**config.mk**
```make
export PLATFORM = sky130hd
export DESIGN_NAME = obc_clamp_loop
export DESIGN_NICKNAME = d
export VERILOG_FILES = /design/src/rtl/obc_pkg.sv /design/src/rtl/obc_accum.sv /design/src/rtl/obc_line_div.sv /design/src/rtl/obc_mean_div.sv /design/src/rtl/obc_corr.sv /design/src/rtl/obc_clamp_loop.sv
export SDC_FILE = /design/constraint.sdc
export NUM_CORES = 1
export LEC_CHECK = 0
export BUFFER_PORTS_ARGS = -buffer_cell sky130_fd_sc_hd__buf_2
export CAP_MARGIN = 40
export CELL_PAD_IN_SITES_DETAIL_PLACEMENT = 1
export CELL_PAD_IN_SITES_GLOBAL_PLACEMENT = 2
export CORE_UTILIZATION = 25
export CTS_CLUSTER_DIAMETER = 120
export DETAILED_ROUTE_END_ITERATION = 12
export GPL_ROUTABILITY_DRIVEN = 0
export PLACE_DENSITY = 0.57
export SLEW_MARGIN = 10
export SYNTH_ARGS = -nofsm -noshare
export SYNTH_HDL_FRONTEND = slang
export SYNTH_HIERARCHICAL = 1
export SYNTH_SLANG_ARGS = --single-unit
```
**constraint.sdc**
```tcl
create_clock -name clk -period 6.25 [get_ports clk]
set_input_delay 0.625 -clock clk [delete_from_list [all_inputs] [get_ports clk]]
set_output_delay 0.625 -clock clk [all_outputs]
set_load 0.02 [all_outputs]
```
**src/rtl/obc_pkg.sv**
```systemverilog
package obc_pkg;
  typedef enum logic {DV_IDLE, DV_RUN} div_state_e;

  function automatic int unsigned obc_err_w(input int unsigned adc_w);
    return adc_w + 3;
  endfunction
endpackage

```
**src/rtl/obc_accum.sv**
```systemverilog
module obc_accum #(
  parameter int ADC_W = 10,
  parameter int LVL_W = 8,
  parameter int CNT_W = 8,
  parameter int ACC_W = 21
) (
  input  logic                    clk,
  input  logic                    rst_n,
  input  logic                    en,
  input  logic                    take,
  input  logic [ADC_W-1:0]        sample,
  input  logic [LVL_W-1:0]        level,
  input  logic                    eol,
  output logic signed [ACC_W-1:0] tot,
  output logic [CNT_W-1:0]        tot_cnt
);
  localparam int ERR_W = obc_pkg::obc_err_w(ADC_W);

  logic signed [ACC_W-1:0] acc;
  logic [CNT_W-1:0]        cnt;
  logic signed [ERR_W-1:0] err;
  logic signed [ACC_W-1:0] add;
  logic                    use_s;
  logic                    full;

  // Sample in quarter-LSB units minus the quarter-LSB target.
  assign err   = $signed({1'b0, sample, 2'b00}) - $signed({{(ERR_W-LVL_W){1'b0}}, level});
  assign full  = &cnt;
  assign use_s = en && take && !full;
  assign add   = use_s ? {{(ACC_W-ERR_W){err[ERR_W-1]}}, err} : '0;
  assign tot     = acc + add;
  assign tot_cnt = cnt + CNT_W'(use_s);

  always_ff @(posedge clk) begin
    if (!rst_n || !en || eol) begin
      acc <= '0;
      cnt <= '0;
    end else begin
      acc <= tot;
      cnt <= tot_cnt;
    end
  end

  // nothing outside a qualified sample changes the running sum.
  a_r2_outside_hold: assert property (@(posedge clk) disable iff (!rst_n)
    (en && !eol && !take && $past(rst_n)) |=> ($stable(acc) && $stable(cnt)));

  // once the count is full, further samples are dropped.
  a_r8_cnt_cap: assert property (@(posedge clk) disable iff (!rst_n)
    (en && !eol && full) |=> ((&cnt) && $stable(acc)));
endmodule

```
**src/rtl/obc_line_div.sv**
```systemverilog
module obc_line_div #(
  parameter int DIVSEL_W = 4
) (
  input  logic                clk,
  input  logic                rst_n,
  input  logic                en,
  input  logic                eol,
  input  logic [DIVSEL_W-1:0] div_sel,
  output logic                elig
);
  logic [DIVSEL_W-1:0] lcnt;

  assign elig = en && eol && (lcnt >= div_sel);

  always_ff @(posedge clk) begin
    if (!rst_n || !en) begin
      lcnt <= '0;
    end else if (eol) begin
      lcnt <= elig ? '0 : lcnt + DIVSEL_W'(1);
    end
  end

  // an update line restarts the line count.
  a_r5_wrap: assert property (@(posedge clk) disable iff (!rst_n)
    elig |=> (lcnt == '0));

  // a skipped line advances the count by one.
  a_r5_step: assert property (@(posedge clk) disable iff (!rst_n)
    (en && eol && !elig) |=> (lcnt == $past(lcnt) + DIVSEL_W'(1)));
endmodule

```
**src/rtl/obc_mean_div.sv**
```systemverilog
module obc_mean_div #(
  parameter int ACC_W = 21,
  parameter int CNT_W = 8,
  parameter int SHF_W = 3
) (
  input  logic                    clk,
  input  logic                    rst_n,
  input  logic                    en,
  input  logic                    start,
  input  logic signed [ACC_W-1:0] dividend,
  input  logic [CNT_W-1:0]        divisor,
  input  logic [SHF_W-1:0]        shift_in,
  output logic                    busy,
  output logic                    done,
  output logic [ACC_W-1:0]        quo,
  output logic                    neg,
  output logic [SHF_W-1:0]        shift_q
);
  import obc_pkg::*;
  localparam int STEP_W = $clog2(ACC_W + 1);

  div_state_e        st;
  logic [STEP_W-1:0] step;
  logic [CNT_W-1:0]  rem;
  logic [CNT_W-1:0]  dsr;
  logic [ACC_W-1:0]  mag;
  logic [CNT_W:0]    trial;
  logic [CNT_W:0]    trial_sub;
  logic              ge;
  logic              go;

  assign busy = (st == DV_RUN);
  assign go   = en && start && !busy;
  assign mag  = dividend[ACC_W-1] ? (~dividend + ACC_W'(1)) : dividend;

  always_comb begin
    trial     = {rem, quo[ACC_W-1]};
    trial_sub = trial - {1'b0, dsr};
    ge        = (trial >= {1'b0, dsr});
  end

  always_ff @(posedge clk) begin
    if (!rst_n || !en) begin
      st      <= DV_IDLE;
      step    <= '0;
      rem     <= '0;
      dsr     <= '0;
      quo     <= '0;
      neg     <= 1'b0;
      shift_q <= '0;
      done    <= 1'b0;
    end else begin
      done <= 1'b0;
      if (go) begin
        st      <= DV_RUN;
        step    <= STEP_W'(ACC_W);
        rem     <= '0;
        dsr     <= divisor;
        quo     <= mag;
        neg     <= dividend[ACC_W-1];
        shift_q <= shift_in;
      end else if (busy) begin
        rem  <= ge ? trial_sub[CNT_W-1:0] : trial[CNT_W-1:0];
        quo  <= {quo[ACC_W-2:0], ge};
        step <= step - STEP_W'(1);
        if (step == STEP_W'(1)) begin
          st   <= DV_IDLE;
          done <= 1'b1;
        end
      end
    end
  end

  // the completion flag is a single-cycle pulse.
  a_r3_done_pulse: assert property (@(posedge clk) disable iff (!rst_n)
    done |=> !done);

  // a division that ends while enabled always reports completion.
  a_r3_done_after_run: assert property (@(posedge clk) disable iff (!rst_n)
    ($fell(busy) && $past(en)) |-> done);
endmodule

```
**src/rtl/obc_corr.sv**
```systemverilog
module obc_corr #(
  parameter int ACC_W = 21,
  parameter int DAC_W = 10,
  parameter int SHF_W = 3
) (
  input  logic             clk,
  input  logic             rst_n,
  input  logic             en,
  input  logic             done,
  input  logic [ACC_W-1:0] quo,
  input  logic             neg,
  input  logic [SHF_W-1:0] shift,
  output logic [DAC_W-1:0] corr
);
  localparam int NX_W = ACC_W + 2;
  localparam logic [DAC_W-1:0] MID = DAC_W'(1) << (DAC_W - 1);
  localparam logic signed [NX_W-1:0] TOP = NX_W'((1 << DAC_W) - 1);

  logic signed [ACC_W:0]  mean;
  logic signed [ACC_W:0]  delta;
  logic signed [NX_W-1:0] diff;
  logic [DAC_W-1:0]       nxt;

  always_comb begin
    mean  = neg ? -$signed({1'b0, quo}) : $signed({1'b0, quo});
    delta = mean >>> shift;
    diff  = $signed({{(NX_W-DAC_W){1'b0}}, corr}) - $signed({delta[ACC_W], delta});
    if (diff < 0)        nxt = '0;
    else if (diff > TOP) nxt = {DAC_W{1'b1}};
    else                 nxt = diff[DAC_W-1:0];
  end

  always_ff @(posedge clk) begin
    if (!rst_n)           corr <= MID;
    else if (en && done)  corr <= nxt;
  end

  // the correction moves only when an update completes.
  a_r3_hold: assert property (@(posedge clk) disable iff (!rst_n)
    (!(en && done) && $past(rst_n)) |=> $stable(corr));

  // a positive mean never raises the code, a negative one never lowers it.
  a_r4_dir_down: assert property (@(posedge clk) disable iff (!rst_n)
    (en && done && !neg) |=> (corr <= $past(corr)));
  a_r4_dir_up: assert property (@(posedge clk) disable iff (!rst_n)
    (en && done && neg) |=> (corr >= $past(corr)));
endmodule

```
**src/rtl/obc_clamp_loop.sv**
```systemverilog
module obc_clamp_loop #(
  parameter int ADC_W    = 10,
  parameter int LVL_W    = 8,
  parameter int DAC_W    = 10,
  parameter int CNT_W    = 8,
  parameter int DIVSEL_W = 4,
  parameter int SHF_W    = 3
) (
  input  logic                clk,
  input  logic                rst_n,
  input  logic                s_valid,
  output logic                s_ready,
  input  logic [ADC_W-1:0]    s_data,
  input  logic                clamp_win,
  input  logic                eol,
  input  logic [LVL_W-1:0]    clamp_level,
  input  logic                loop_en,
  input  logic [DIVSEL_W-1:0] upd_div,
  input  logic [SHF_W-1:0]    gain_shift,
  output logic [DAC_W-1:0]    dac_code
);
  localparam int ERR_W = obc_pkg::obc_err_w(ADC_W);
  localparam int ACC_W = ERR_W + CNT_W;

  logic signed [ACC_W-1:0] tot;
  logic [CNT_W-1:0]        tot_cnt;
  logic                    elig;
  logic                    busy;
  logic                    done;
  logic [ACC_W-1:0]        quo;
  logic                    neg;
  logic [SHF_W-1:0]        shift_q;
  logic [DAC_W-1:0]        corr;
  logic                    start;

  assign s_ready = 1'b1;
  assign start   = elig && (tot_cnt != '0);

  obc_accum #(.ADC_W(ADC_W), .LVL_W(LVL_W), .CNT_W(CNT_W), .ACC_W(ACC_W)) u_accum (
    .clk(clk), .rst_n(rst_n), .en(loop_en), .take(s_valid && clamp_win),
    .sample(s_data), .level(clamp_level), .eol(eol),
    .tot(tot), .tot_cnt(tot_cnt));

  obc_line_div #(.DIVSEL_W(DIVSEL_W)) u_line (
    .clk(clk), .rst_n(rst_n), .en(loop_en), .eol(eol),
    .div_sel(upd_div), .elig(elig));

  obc_mean_div #(.ACC_W(ACC_W), .CNT_W(CNT_W), .SHF_W(SHF_W)) u_div (
    .clk(clk), .rst_n(rst_n), .en(loop_en), .start(start),
    .dividend(tot), .divisor(tot_cnt), .shift_in(gain_shift),
    .busy(busy), .done(done), .quo(quo), .neg(neg), .shift_q(shift_q));

  obc_corr #(.ACC_W(ACC_W), .DAC_W(DAC_W), .SHF_W(SHF_W)) u_corr (
    .clk(clk), .rst_n(rst_n), .en(loop_en), .done(done),
    .quo(quo), .neg(neg), .shift(shift_q), .corr(corr));

  // Fixed-offset mode places the clamp level straight on the DAC.
  generate
    if (DAC_W > LVL_W) begin : g_ext
      assign dac_code = loop_en ? corr : {{(DAC_W-LVL_W){1'b0}}, clamp_level};
    end else begin : g_same
      assign dac_code = loop_en ? corr : clamp_level[DAC_W-1:0];
    end
  endgenerate

  // no division survives a disabled cycle.
  a_r7_abort: assert property (@(posedge clk) disable iff (!rst_n)
    !loop_en |=> (!busy && !done));

  // the held correction does not drift while disabled.
  a_r7_held: assert property (@(posedge clk) disable iff (!rst_n)
    (!loop_en && $past(rst_n)) |=> $stable(corr));

  // a line with no accepted samples never launches an update.
  a_r6_empty: assert property (@(posedge clk) disable iff (!rst_n)
    (elig && (tot_cnt == '0) && !busy) |=> !busy);
endmodule

```
==> results of run 1 <==
-- power by group --
group	internal [µW]	switching, µW
Combinational	56.6	91.1
Sequential	580	1.07
Clock	320	279
-- registers in the layout (all words and copies together), names as in the netlist --
| signal | flops |
|---|---|
| u_div/quo | 21 |
| u_corr/corr | 10 |
| u_div/done | 1 |
| u_div/busy | 1 |
| u_div/dsr | 8 |
| u_line/lcnt | 4 |
| u_div/shift_q | 3 |
| u_div/rem | 8 |
| u_accum/acc | 21 |
| u_div/neg | 1 |
| u_div/step | 5 |
| u_accum/cnt | 8 |
-- through the flow --
step	cells	power, µW	setup TNS [ns]	util [%]	area, µm²
floorplan	1144	699	0	-	8820
global placement	1592	742	0	27.3	9460
detailed placement	1594	744	0	27.4	9490
CTS	1610	1360	0	28.3	9800
global route	1611	1390	-0.00353	28.4	9820
finish	1611	1330	0	28.4	9820
-- cell usage in the layout, fill, tap and decap left out, types with 9 or more instances in the layout --
master,n
a211oi_1,28
a21o_1,17
a21oi_1,85
a22o_1,11
a22oi_1,10
and2_1,40
and3_1,11
buf_2,40
buf_4,21
clkbuf_16,9
dfxtp_1,91
ha_1,56
inv_1,44
mux2_2,9
mux2i_1,29
nand2_1,124
nand2b_1,14
nand3_1,21
nor2_1,98
nor2b_1,13
nor3_1,26
o21a_1,10
o21ai_0,60
o31ai_1,11
or2_2,11
or3_1,14
xnor2_1,31
xor2_1,36
-- worst min-delay path by stage --
stage / end / start / slack, ns / depth (start not counted)
floorplan: u_div/quo[16] / u_div/quo[15] / 0.43 / 2
global placement: u_div/dsr[5] / u_div/dsr[5] / 0.45 / 2
detailed placement: u_div/dsr[6] / u_div/dsr[6] / 0.45 / 2
CTS: u_div/dsr[6] / u_div/dsr[6] / 0.46 / 2
global route: u_div/dsr[5] / u_div/dsr[5] / 0.49 / 2
finish: u_div/dsr[6] / u_div/dsr[6] / 0.46 / 2
-- synthesized netlist by cell type (all sizes together) (5+ instances only) --
cell    count  area share [%]
o21ai      68             3.9
nor4       11             1.3
clkbuf     51             2.2
o31ai      12             1.1
nand3      21             1.2
o41ai      13             1.7
or4        12             1.2
a21oi      85             4.8
or2        11            0.78
o21bai      5            0.43
a31oi       7            0.50
o31a        5            0.50
nand2     126             5.4
a22o       11             1.1
a221oi      6            0.94
nand2b     15             1.1
mux2i      30             3.4
xnor2      32             3.2
nor2      100             4.3
nor2b      13            0.92
nor3       28             1.7
a21o       18             1.5
xor2       36             3.6
and3       11            0.78
o211ai      9            0.98
dfxtp      91              21
mux2       17             2.5
o21a       10            0.85
a211oi     31             2.8
o22ai       6            0.43
nand4       5            0.35
and2       42             3.0
buf        16             1.2
or3        15             1.1
nor3b       6            0.51
inv        44             1.9
a22oi      10            0.85
ha         56             7.9
-- worst min-delay path: stages, from the launching register on --
cell and delay, ns:
dfxtp_1 0.31, nand2_1 0.05, a21oi_1 0.05
-- layer usage --
| layer | vias to the layer above | GRT usage (%) | wire, µm |
|---|---|---|---|
| met2 | 63 | 26.8 | 13200 |
| li1 | 4180 | - | - |
| met5 | - | 0 | 0 |
| met3 | 18 | 2.08 | 601 |
| met4 | 0 | 3.47 | 320 |
| met1 | 3916 | 21.9 | 14300 |
-- cell families (layout without fill, tap and decap cells) --
logic type,after synthesis,after routing,share of synthesized area [%]
other,1,1,0.0425
adders and majority gates,59,59,8.62
and+or+nand+nor,431,431,25.2
DFF,91,91,20.7
xor gates and xnor gates,68,68,6.75
buffers and inverters,111,123,5.22
AOI/OAI and AO/OA,332,332,26.5
muxes,51,51,6.98
-- cell type report --
class | instances | area share (%)
multi-input combinational | 942 | 66.7
tap | 455 | 5.80
clock buffer | 9 | 2.29
inverter | 44 | 1.68
clock inverter | 7 | 0.854
timing repair buffer | 63 | 4.13
sequential | 91 | 18.6
-- timing repair --
action,4_1_cts,5_1_grt
buffers inserted,0,1
endpoints found under the setup margin,0,10
hold buffers,0,0
==> impl_metrics.ini, run 1 <==
[run_status]
outcome = finished, final reports clean

[timing]
max_freq_mhz = 175
fin_worst_hold_slack_ns = 0.459
worstMarginPinSlew_ns = 0.804
period_needed_ns = 5.70
setup_violations = 0
timing_max_transition_violations_final = 0
finalHoldViolCount = 0
timing.clock.skew_ns = 0.0156
post-route-period-util_pct = 91.2
slew_headroom_pct = 46.2
post-route-worst-setup-slack_ns = 0.547

[layout]
area_growth_pct = 11.3
final-seq-area_um2 = 1820
diodes = 0
multi_input_comb_area_um2 = 6550
n_fill_cell = 4155
drive_gt1_share_pct = 13.1
design.final.nets = 1241

[floorplan]
floorplan.die.width_um = 190
row_count = 68
start_util_pct = 25.5
floorplan.die.height_um = 190
io-pin-count = 42
fp.coreArea_um2 = 34600
die_area_um2 = 36000

[clock_network]
cts_num_sinks = 91
cts_inserted_buffers = 9
cts_tree = done
insertion_delay_ns = 0.37
postCtsResizedCells = 0
h-tree-depth = 3
cts_max_path_bufs = 2
root_buffer = clkbuf_16
clk_pin_slew_ns = 0.07

[place]
io_buffers = 40
dp_hpwl_mm = 21.9
pre_cts_ws_ns = 0.159

[critical_path]
timing.critical_path.cells = inv_1 -> ha_1 -> or4b_1 -> o41ai_1 -> xor2_1 -> mux4_2 -> nand2_1 -> o21ai_0 -> ha_1 -> or4_1 -> o21ai_0 -> nor2_1 -> o41ai_1 -> buf_4 -> xor2_1 -> a211oi_1 -> mux2i_1 -> or4_4 -> nor4_4 -> buf_12 -> a22oi_1
cp_arrival_ns = 5.93
cells_on_worst_reg2reg_path = 21
timing.critical_path.required_ns = 6.48
critical_path.endpoint = u_corr/corr[5]
cp-startpoint = u_div/quo[1]
buf_inv_on_cp = 3
critical_path.startpoint_type = register
worst_r2r_endpoint = u_corr/corr[5]
worstPathMaxFanout = 10
crit-reg2reg-launch = u_div/quo[1]
worst_reg_to_reg_setup_slack_ns = 0.55
crit_path_top_delay_cell = or4b_1
endpoint_kind = register
crit_type = reg2reg
critical-path-max-stage-delay_ns = 0.63
critical-path-top-delay-family = simple AND/OR/NAND/NOR gates
worst-path-stages = 21

[pwr]
power-per-cell-area_nw_per_um2 = 135
cellLeakagePower_uw = 0.00411
vdd_ir_drop_max_mv = 0.132

[route]
routed_via_density = 5.08
total_via_count_in_the_routed_design = 8177
detail-route-antenna-nets = 0
drt-total-wl_mm = 28.3
post_drt_wl_per_cell_um = 17.6
dr.pass1.iters = 4
residual_drc_count = 0
detail_route.iter0.violations = 280

[logic_synthesis]
synthesis.area_um2 = 8820
synth-async-reset-ratio_pct = 0
yosysWarnings = 6
synthesis.nets = 1234
syn_area_per_cell_um2 = 7.71
sequential_element_share_of_the_synthesized_area_pct = 20.7
ys_types = 91
synth_enable_flop_cells = 0
netlist_instances = 1144
synth_register_bits = 91
synth_flop_cell = dfxtp_1

[job]
max_cap_check_violation_count = 0

[grt]
global_route_wire_length_before_repair_mm = 45.9
number_of_global_route_vias_before_repair = 8295
groute.usage.overall_pct = 16.1
total_congestion_overflow = 0
maximum_number_of_pins_on_one_net_before_global_route_repair = 37
grt_antenna_before_repair = 0

[worst_hold_path]
timing.hold.worst.class = reg2reg
(Power assumes the default switching activity.)
==> run 2, diff against run 1 <==
Settings changed: BUFFER_PORTS_ARGS -buffer_cell sky130_fd_sc_hd__buf_2 to -buffer_cell sky130_fd_sc_hd__clkbuf_2, HOLD_SLACK_MARGIN set to 0.12, SKIP_LAST_GASP set to 1.
==> run 2 against run 1 <==
Compared with the run above:
- cell count unchanged
- worst hold slack got worse by 0.0022 ns
- worst setup slack got worse by 0.011 ns
- non-clock buffer count increased by 1
- first-iteration DRC count decreased by 9.6%
- sequential power about the same
- core utilization decreased by 0.14 points
- global-route usage decreased by 0.12 points
- clock power decreased by 9.4%
- critical path depth unchanged
- via count increased by 1.5%
- sequential share of layout area increased by 0.095 points
- highest routed layer unchanged
==> impl_metrics.ini, run 2 (same netlist as run 1, synthesis figures left out) <==
[grt]
grt_antenna_before_repair = 0
global_route_wire_length_before_repair_mm = 45.9
maximum_number_of_pins_on_one_net_before_global_route_repair = 39
number_of_global_route_vias_before_repair = 8367
groute.usage.overall_pct = 16.0
total_congestion_overflow = 0

[place]
io_buffers = 40
dp_hpwl_mm = 22.0
pre_cts_ws_ns = 0.157
post-place-cells = 1595

[timing]
setup_violations = 0
finalHoldViolCount = 0
post-route-worst-setup-slack_ns = 0.536
worstMarginPinSlew_ns = 0.784
max_freq_mhz = 175
timing.clock.skew_ns = 0.0106
slew_headroom_pct = 47.3
timing.setup.tns_ns = 0
grt_setup_unrepaired = no
fin_worst_hold_slack_ns = 0.457
period_needed_ns = 5.71
timing_max_transition_violations_final = 0
post-route-period-util_pct = 91.4

[worst_hold_path]
worst_hold_startpoint = u_div/dsr[6]
hold_depth = 2
timing.hold.worst.class = reg2reg
hold_path_end = u_div/dsr[6]

[floorplan]
row_count = 68
fp.coreArea_um2 = 34600
floorplan.die.width_um = 190
io-pin-count = 42
die_area_um2 = 36000
floorplan.die.height_um = 190
start_util_pct = 25.5

[layout]
drive_gt1_share_pct = 13.1
design.final.nets = 1242
biggestRegsByFlops = u_accum/acc (21), u_div/quo (21), u_corr/corr (10)
finish.utilization_pct = 28.2
n_fill_cell = 4218
diodes = 0
mostFrequentLayoutCells = 124 x nand2_1, 98 x nor2_1, 91 x dfxtp_1
mostFrequentLayoutCell = nand2_1
finish.cell_count_without_fillers = 1611
area_growth_pct = 10.8

[critical_path]
crit_type = reg2reg
timing.critical_path.required_ns = 6.47
cells_on_worst_reg2reg_path = 21
cp_arrival_ns = 5.94
crit-reg2reg-launch = u_div/quo[1]
critical_path.startpoint_type = register
worstPathMaxFanout = 10
worst_r2r_endpoint = u_corr/corr[2]
endpoint_kind = register
worst_reg_to_reg_setup_slack_ns = 0.54

[route]
total_via_count_in_the_routed_design = 8302
residual_drc_count = 0
routed_via_density = 5.15
post_drt_wl_per_cell_um = 17.6
dr.pass1.iters = 4
detail_route.iter0.violations = 253
drt-total-wl_mm = 28.4
detail-route-antenna-nets = 0

[clock_network]
insertion_delay_ns = 0.36
cts_tree = done
h-tree-depth = 3
root_buffer = clkbuf_16
clk_pin_slew_ns = 0.07
cts_max_path_bufs = 2
post_cts_hold_fix_bufs = 0
cts_inserted_buffers = 9
cts_num_sinks = 91

[pwr]
p_int_uw = 917
power-per-cell-area_nw_per_um2 = 130
cellLeakagePower_uw = 0.00409
share_clk_of_total_power_pct = 42.7
power.switching_fraction_pct = 27.8
power.net_switching_uw = 353
p_seq_share_pct = 45.8
share_comb_of_total_power_pct = 11.5
vdd_ir_drop_max_mv = 0.124

[job]
max_cap_check_violation_count = 0

[run_status]
outcome = finished, final reports clean
[run 2: cell types whose count changed in the layout (fill, tap and decap cells not counted)]
cell / previous run / this run
buf_2: 40 / 0
clkbuf_2: 0 / 40
buf_4: 21 / 23
clkinvlp_4: 0 / 2
inv_8: 2 / 0
buf_12: 1 / 0
buf_16: 1 / 0
buf_8: 0 / 1
bufinv_16: 1 / 0
clkbuf_8: 0 / 1
clkinv_4: 1 / 0
[run 2: stage by stage]
stage	cell area (µm²)	total power (µW)
finish	9770	1270
global route	9770	1340
CTS	9760	1300
detailed placement	9490	743
global placement	9460	742
floorplan	8820	699
[run 2: critical path, cell delays in order (launching register included)]
cell,delay (ns)
dfxtp_1,0.36
inv_1,0.07
ha_1,0.21
or4b_1,0.64
o41ai_1,0.43
xor2_1,0.18
mux4_2,0.52
nand2_1,0.09
o21ai_0,0.11
ha_1,0.28
or4_1,0.51
o21ai_0,0.29
nor2_1,0.10
o41ai_1,0.24
buf_4,0.21
xor2_1,0.07
a211oi_1,0.23
mux2i_1,0.11
or4_4,0.50
nor4_4,0.13
buf_4,0.22
a22oi_1,0.08
[run 2: power groups by stage]
stage / registers, µW / clock network [µW] / logic (µW)
floorplan: 595 / 0 / 105
global placement: 595 / 0 / 146
detailed placement: 595 / 0 / 147
CTS: 581 / 575 / 148
global route: 582 / 593 / 161
finish: 582 / 542 / 147
[run 2: cell type report]
type | instances | area [µm²] | share of cell area (%)
clock buffers | 10 | 239 | 2.45
flip-flops and latches | 91 | 1820 | 18.6
repair buffers | 64 | 388 | 3.97
multi-input cells | 942 | 6550 | 67.0
inverters | 44 | 165 | 1.69
clock inverters | 5 | 37.5 | 0.384
well taps | 455 | 569 | 5.83
[run 2: worst max path at each step]
stage                      from              to  slack (ns)  cells past startpoint
2_1_floorplan  u_div/shift_q[0]  u_corr/corr[3]        0.51                     22
3_3_place_gp       u_div/quo[1]  u_corr/corr[3]        0.25                     20
3_5_place_dp       u_div/quo[1]  u_corr/corr[3]        0.16                     20
4_1_cts            u_div/quo[1]  u_corr/corr[8]        0.13                     20
5_1_grt            u_div/quo[1]  u_corr/corr[4]        0.08                     22
6_report           u_div/quo[1]  u_corr/corr[2]        0.54                     21
[run 2: timing repair]
item                                    4_1_cts  5_1_grt
gates resized for setup                       0        0
endpoints found under the setup margin        0       10
setup buffers                                 0        1
[run 2: metal layers]
| metal | GRT usage, % | up-vias | wire (µm) |
|---|---|---|---|
| li1 | - | 4181 | - |
| met4 | 2.33 | 0 | 158 |
| met5 | 0 | - | 0 |
| met1 | 21.5 | 4039 | 14200 |
| met2 | 27.2 | 74 | 13400 |
| met3 | 2.38 | 8 | 547 |
==> run 3, diff against run 2 <==
Settings changed: CORE_UTILIZATION 25 to 37, PLACE_DENSITY 0.57 to 0.79.
==> run 3 against run 2 <==
Compared with the run above:
- non-clock buffer count decreased by 3
- register-to-register slack improved by 0.07 ns
- power increased by 0.15%
- combinational power decreased by 3%
- core utilization increased by 13 points
- clock skew about the same
- die area decreased by 32%
- wire length decreased by 9.9%
- worst hold slack improved by 0.0014 ns
- largest power group unchanged
==> impl_metrics.ini, run 3 (same netlist as run 1, synthesis figures left out) <==
[route]
routed_via_density = 5.57
dr.pass1.iters = 4
detail-route-antenna-nets = 0
drt-total-wl_mm = 25.5
residual_drc_count = 0
post_drt_wl_per_cell_um = 17.3
total_via_count_in_the_routed_design = 8200
detail_route.iter0.violations = 367

[clock_network]
cts_max_path_bufs = 2
post_cts_hold_fix_bufs = 0
insertion_delay_ns = 0.35
clk_pin_slew_ns = 0.08
h-tree-depth = 3
cts_inserted_buffers = 9
root_buffer = clkbuf_16
cts_num_sinks = 91
cts_tree = done

[pwr]
p_seq_share_pct = 45.7
share_clk_of_total_power_pct = 43.0
share_comb_of_total_power_pct = 11.3
vdd_ir_drop_max_mv = 0.114
p_int_uw = 922
power.net_switching_uw = 350
power.switching_fraction_pct = 27.5
power-per-cell-area_nw_per_um2 = 133
cellLeakagePower_uw = 0.00408

[timing]
grt_setup_unrepaired = no
slew_headroom_pct = 50.4
timing_max_transition_violations_final = 0
worstMarginPinSlew_ns = 0.737
post-route-worst-setup-slack_ns = 0.602
timing.clock.skew_ns = 0.0104
timing.setup.tns_ns = 0
setup_violations = 0
finalHoldViolCount = 0
post-route-period-util_pct = 90.4
period_needed_ns = 5.65
max_freq_mhz = 177

[floorplan]
fp.coreArea_um2 = 23400
io-pin-count = 42
start_util_pct = 37.7
row_count = 56
die_area_um2 = 24500
floorplan.die.height_um = 156
floorplan.die.width_um = 156

[grt]
number_of_global_route_vias_before_repair = 8309
maximum_number_of_pins_on_one_net_before_global_route_repair = 35
grt_antenna_before_repair = 0
total_congestion_overflow = 0
global_route_wire_length_before_repair_mm = 42.8
groute.usage.overall_pct = 21.8

[job]
max_cap_check_violation_count = 0

[critical_path]
crit_type = reg2reg
worst_reg_to_reg_setup_slack_ns = 0.60
timing.critical_path.required_ns = 6.47
worstPathMaxFanout = 10
endpoint_kind = register
critical_path.startpoint_type = register
cp_arrival_ns = 5.87

[layout]
area_growth_pct = 8.68
multi_input_comb_area_um2 = 6550
design.final.nets = 1239
biggestRegsByFlops = u_accum/acc (21), u_div/quo (21), u_corr/corr (10)
mostFrequentLayoutCell = nand2_1
mostFrequentLayoutCells = 124 x nand2_1, 98 x nor2_1, 91 x dfxtp_1
final-seq-area_um2 = 1820
n_fill_cell = 2951
drive_gt1_share_pct = 12.8
finish.utilization_pct = 41.0

[place]
dp_hpwl_mm = 19.6
pre_cts_ws_ns = 0.275
io_buffers = 40

[worst_hold_path]
timing.hold.worst.class = reg2reg

[run_status]
outcome = finished, final reports clean
-- run 3: worst paths after layout --
kind                     start        endpoint  cells after the start
setup / recovery  u_div/quo[1]  u_corr/corr[2]                     21
hold / removal    u_div/dsr[3]    u_div/dsr[3]                      2
setup reg to reg  u_div/quo[1]  u_corr/corr[2]                     21
hold reg to reg   u_div/dsr[3]    u_div/dsr[3]                      2
-- run 3: layout make-up --
| type | instances | share of cell area [%] |
|---|---|---|
| tap | 319 | 4.16 |
| timing repair buffer | 61 | 3.81 |
| antenna | 1 | 0.0261 |
| sequential | 91 | 19.0 |
| clock inverter | 5 | 0.470 |
| inverter | 44 | 1.72 |
| clock buffer | 10 | 2.49 |
| multi-input combinational | 942 | 68.3 |
-- run 3: layer usage --
metal	track usage, %	vias to the layer above	share of wire (%)
met5	0	-	0
met2	38.0	90	48
met4	4.62	0	1.2
li1	-	4161	-
met1	28.5	3934	49
met3	2.80	15	2.2
-- run 3: power groups by stage --
stage	registers [µW]	clock network, µW	logic [µW]
6_report	582	548	143
3_5_place_dp	595	0	144
5_1_grt	582	585	160
2_1_floorplan	595	0	105
4_1_cts	581	566	145
3_3_place_gp	595	0	140
-- run 3: repair_timing --
action,in CTS,in global routing
resized for setup,0,0
buffers inserted,0,1
endpoints found under the hold margin,0,0
setup endpoints to repair,0,10
-- run 3: per-stage QoR --
step                      hold slack, ns  instances  total power, µW  instance area, µm²
after global routing               0.480       1472             1330                9580
after floorplan                    0.435       1144              699                8820
after CTS                          0.462       1471             1290                9580
after global placement             0.446       1453              736                9260
after detailed placement           0.451       1456              739                9290
final                              0.458       1473             1270                9590
-- run 3: critical path, cell delays in order, from the launching register on --
cell	delay, ns
dfxtp_1	0.35
inv_1	0.07
ha_1	0.21
or4b_1	0.64
o41ai_1	0.44
xor2_1	0.17
mux4_2	0.52
nand2_1	0.10
o21ai_0	0.09
ha_1	0.25
or4_1	0.52
o21ai_0	0.28
nor2_1	0.09
o41ai_1	0.24
buf_4	0.21
xor2_1	0.07
a211oi_1	0.24
mux2i_1	0.11
or4_4	0.50
nor4_4	0.13
buf_4	0.21
a22oi_1	0.08
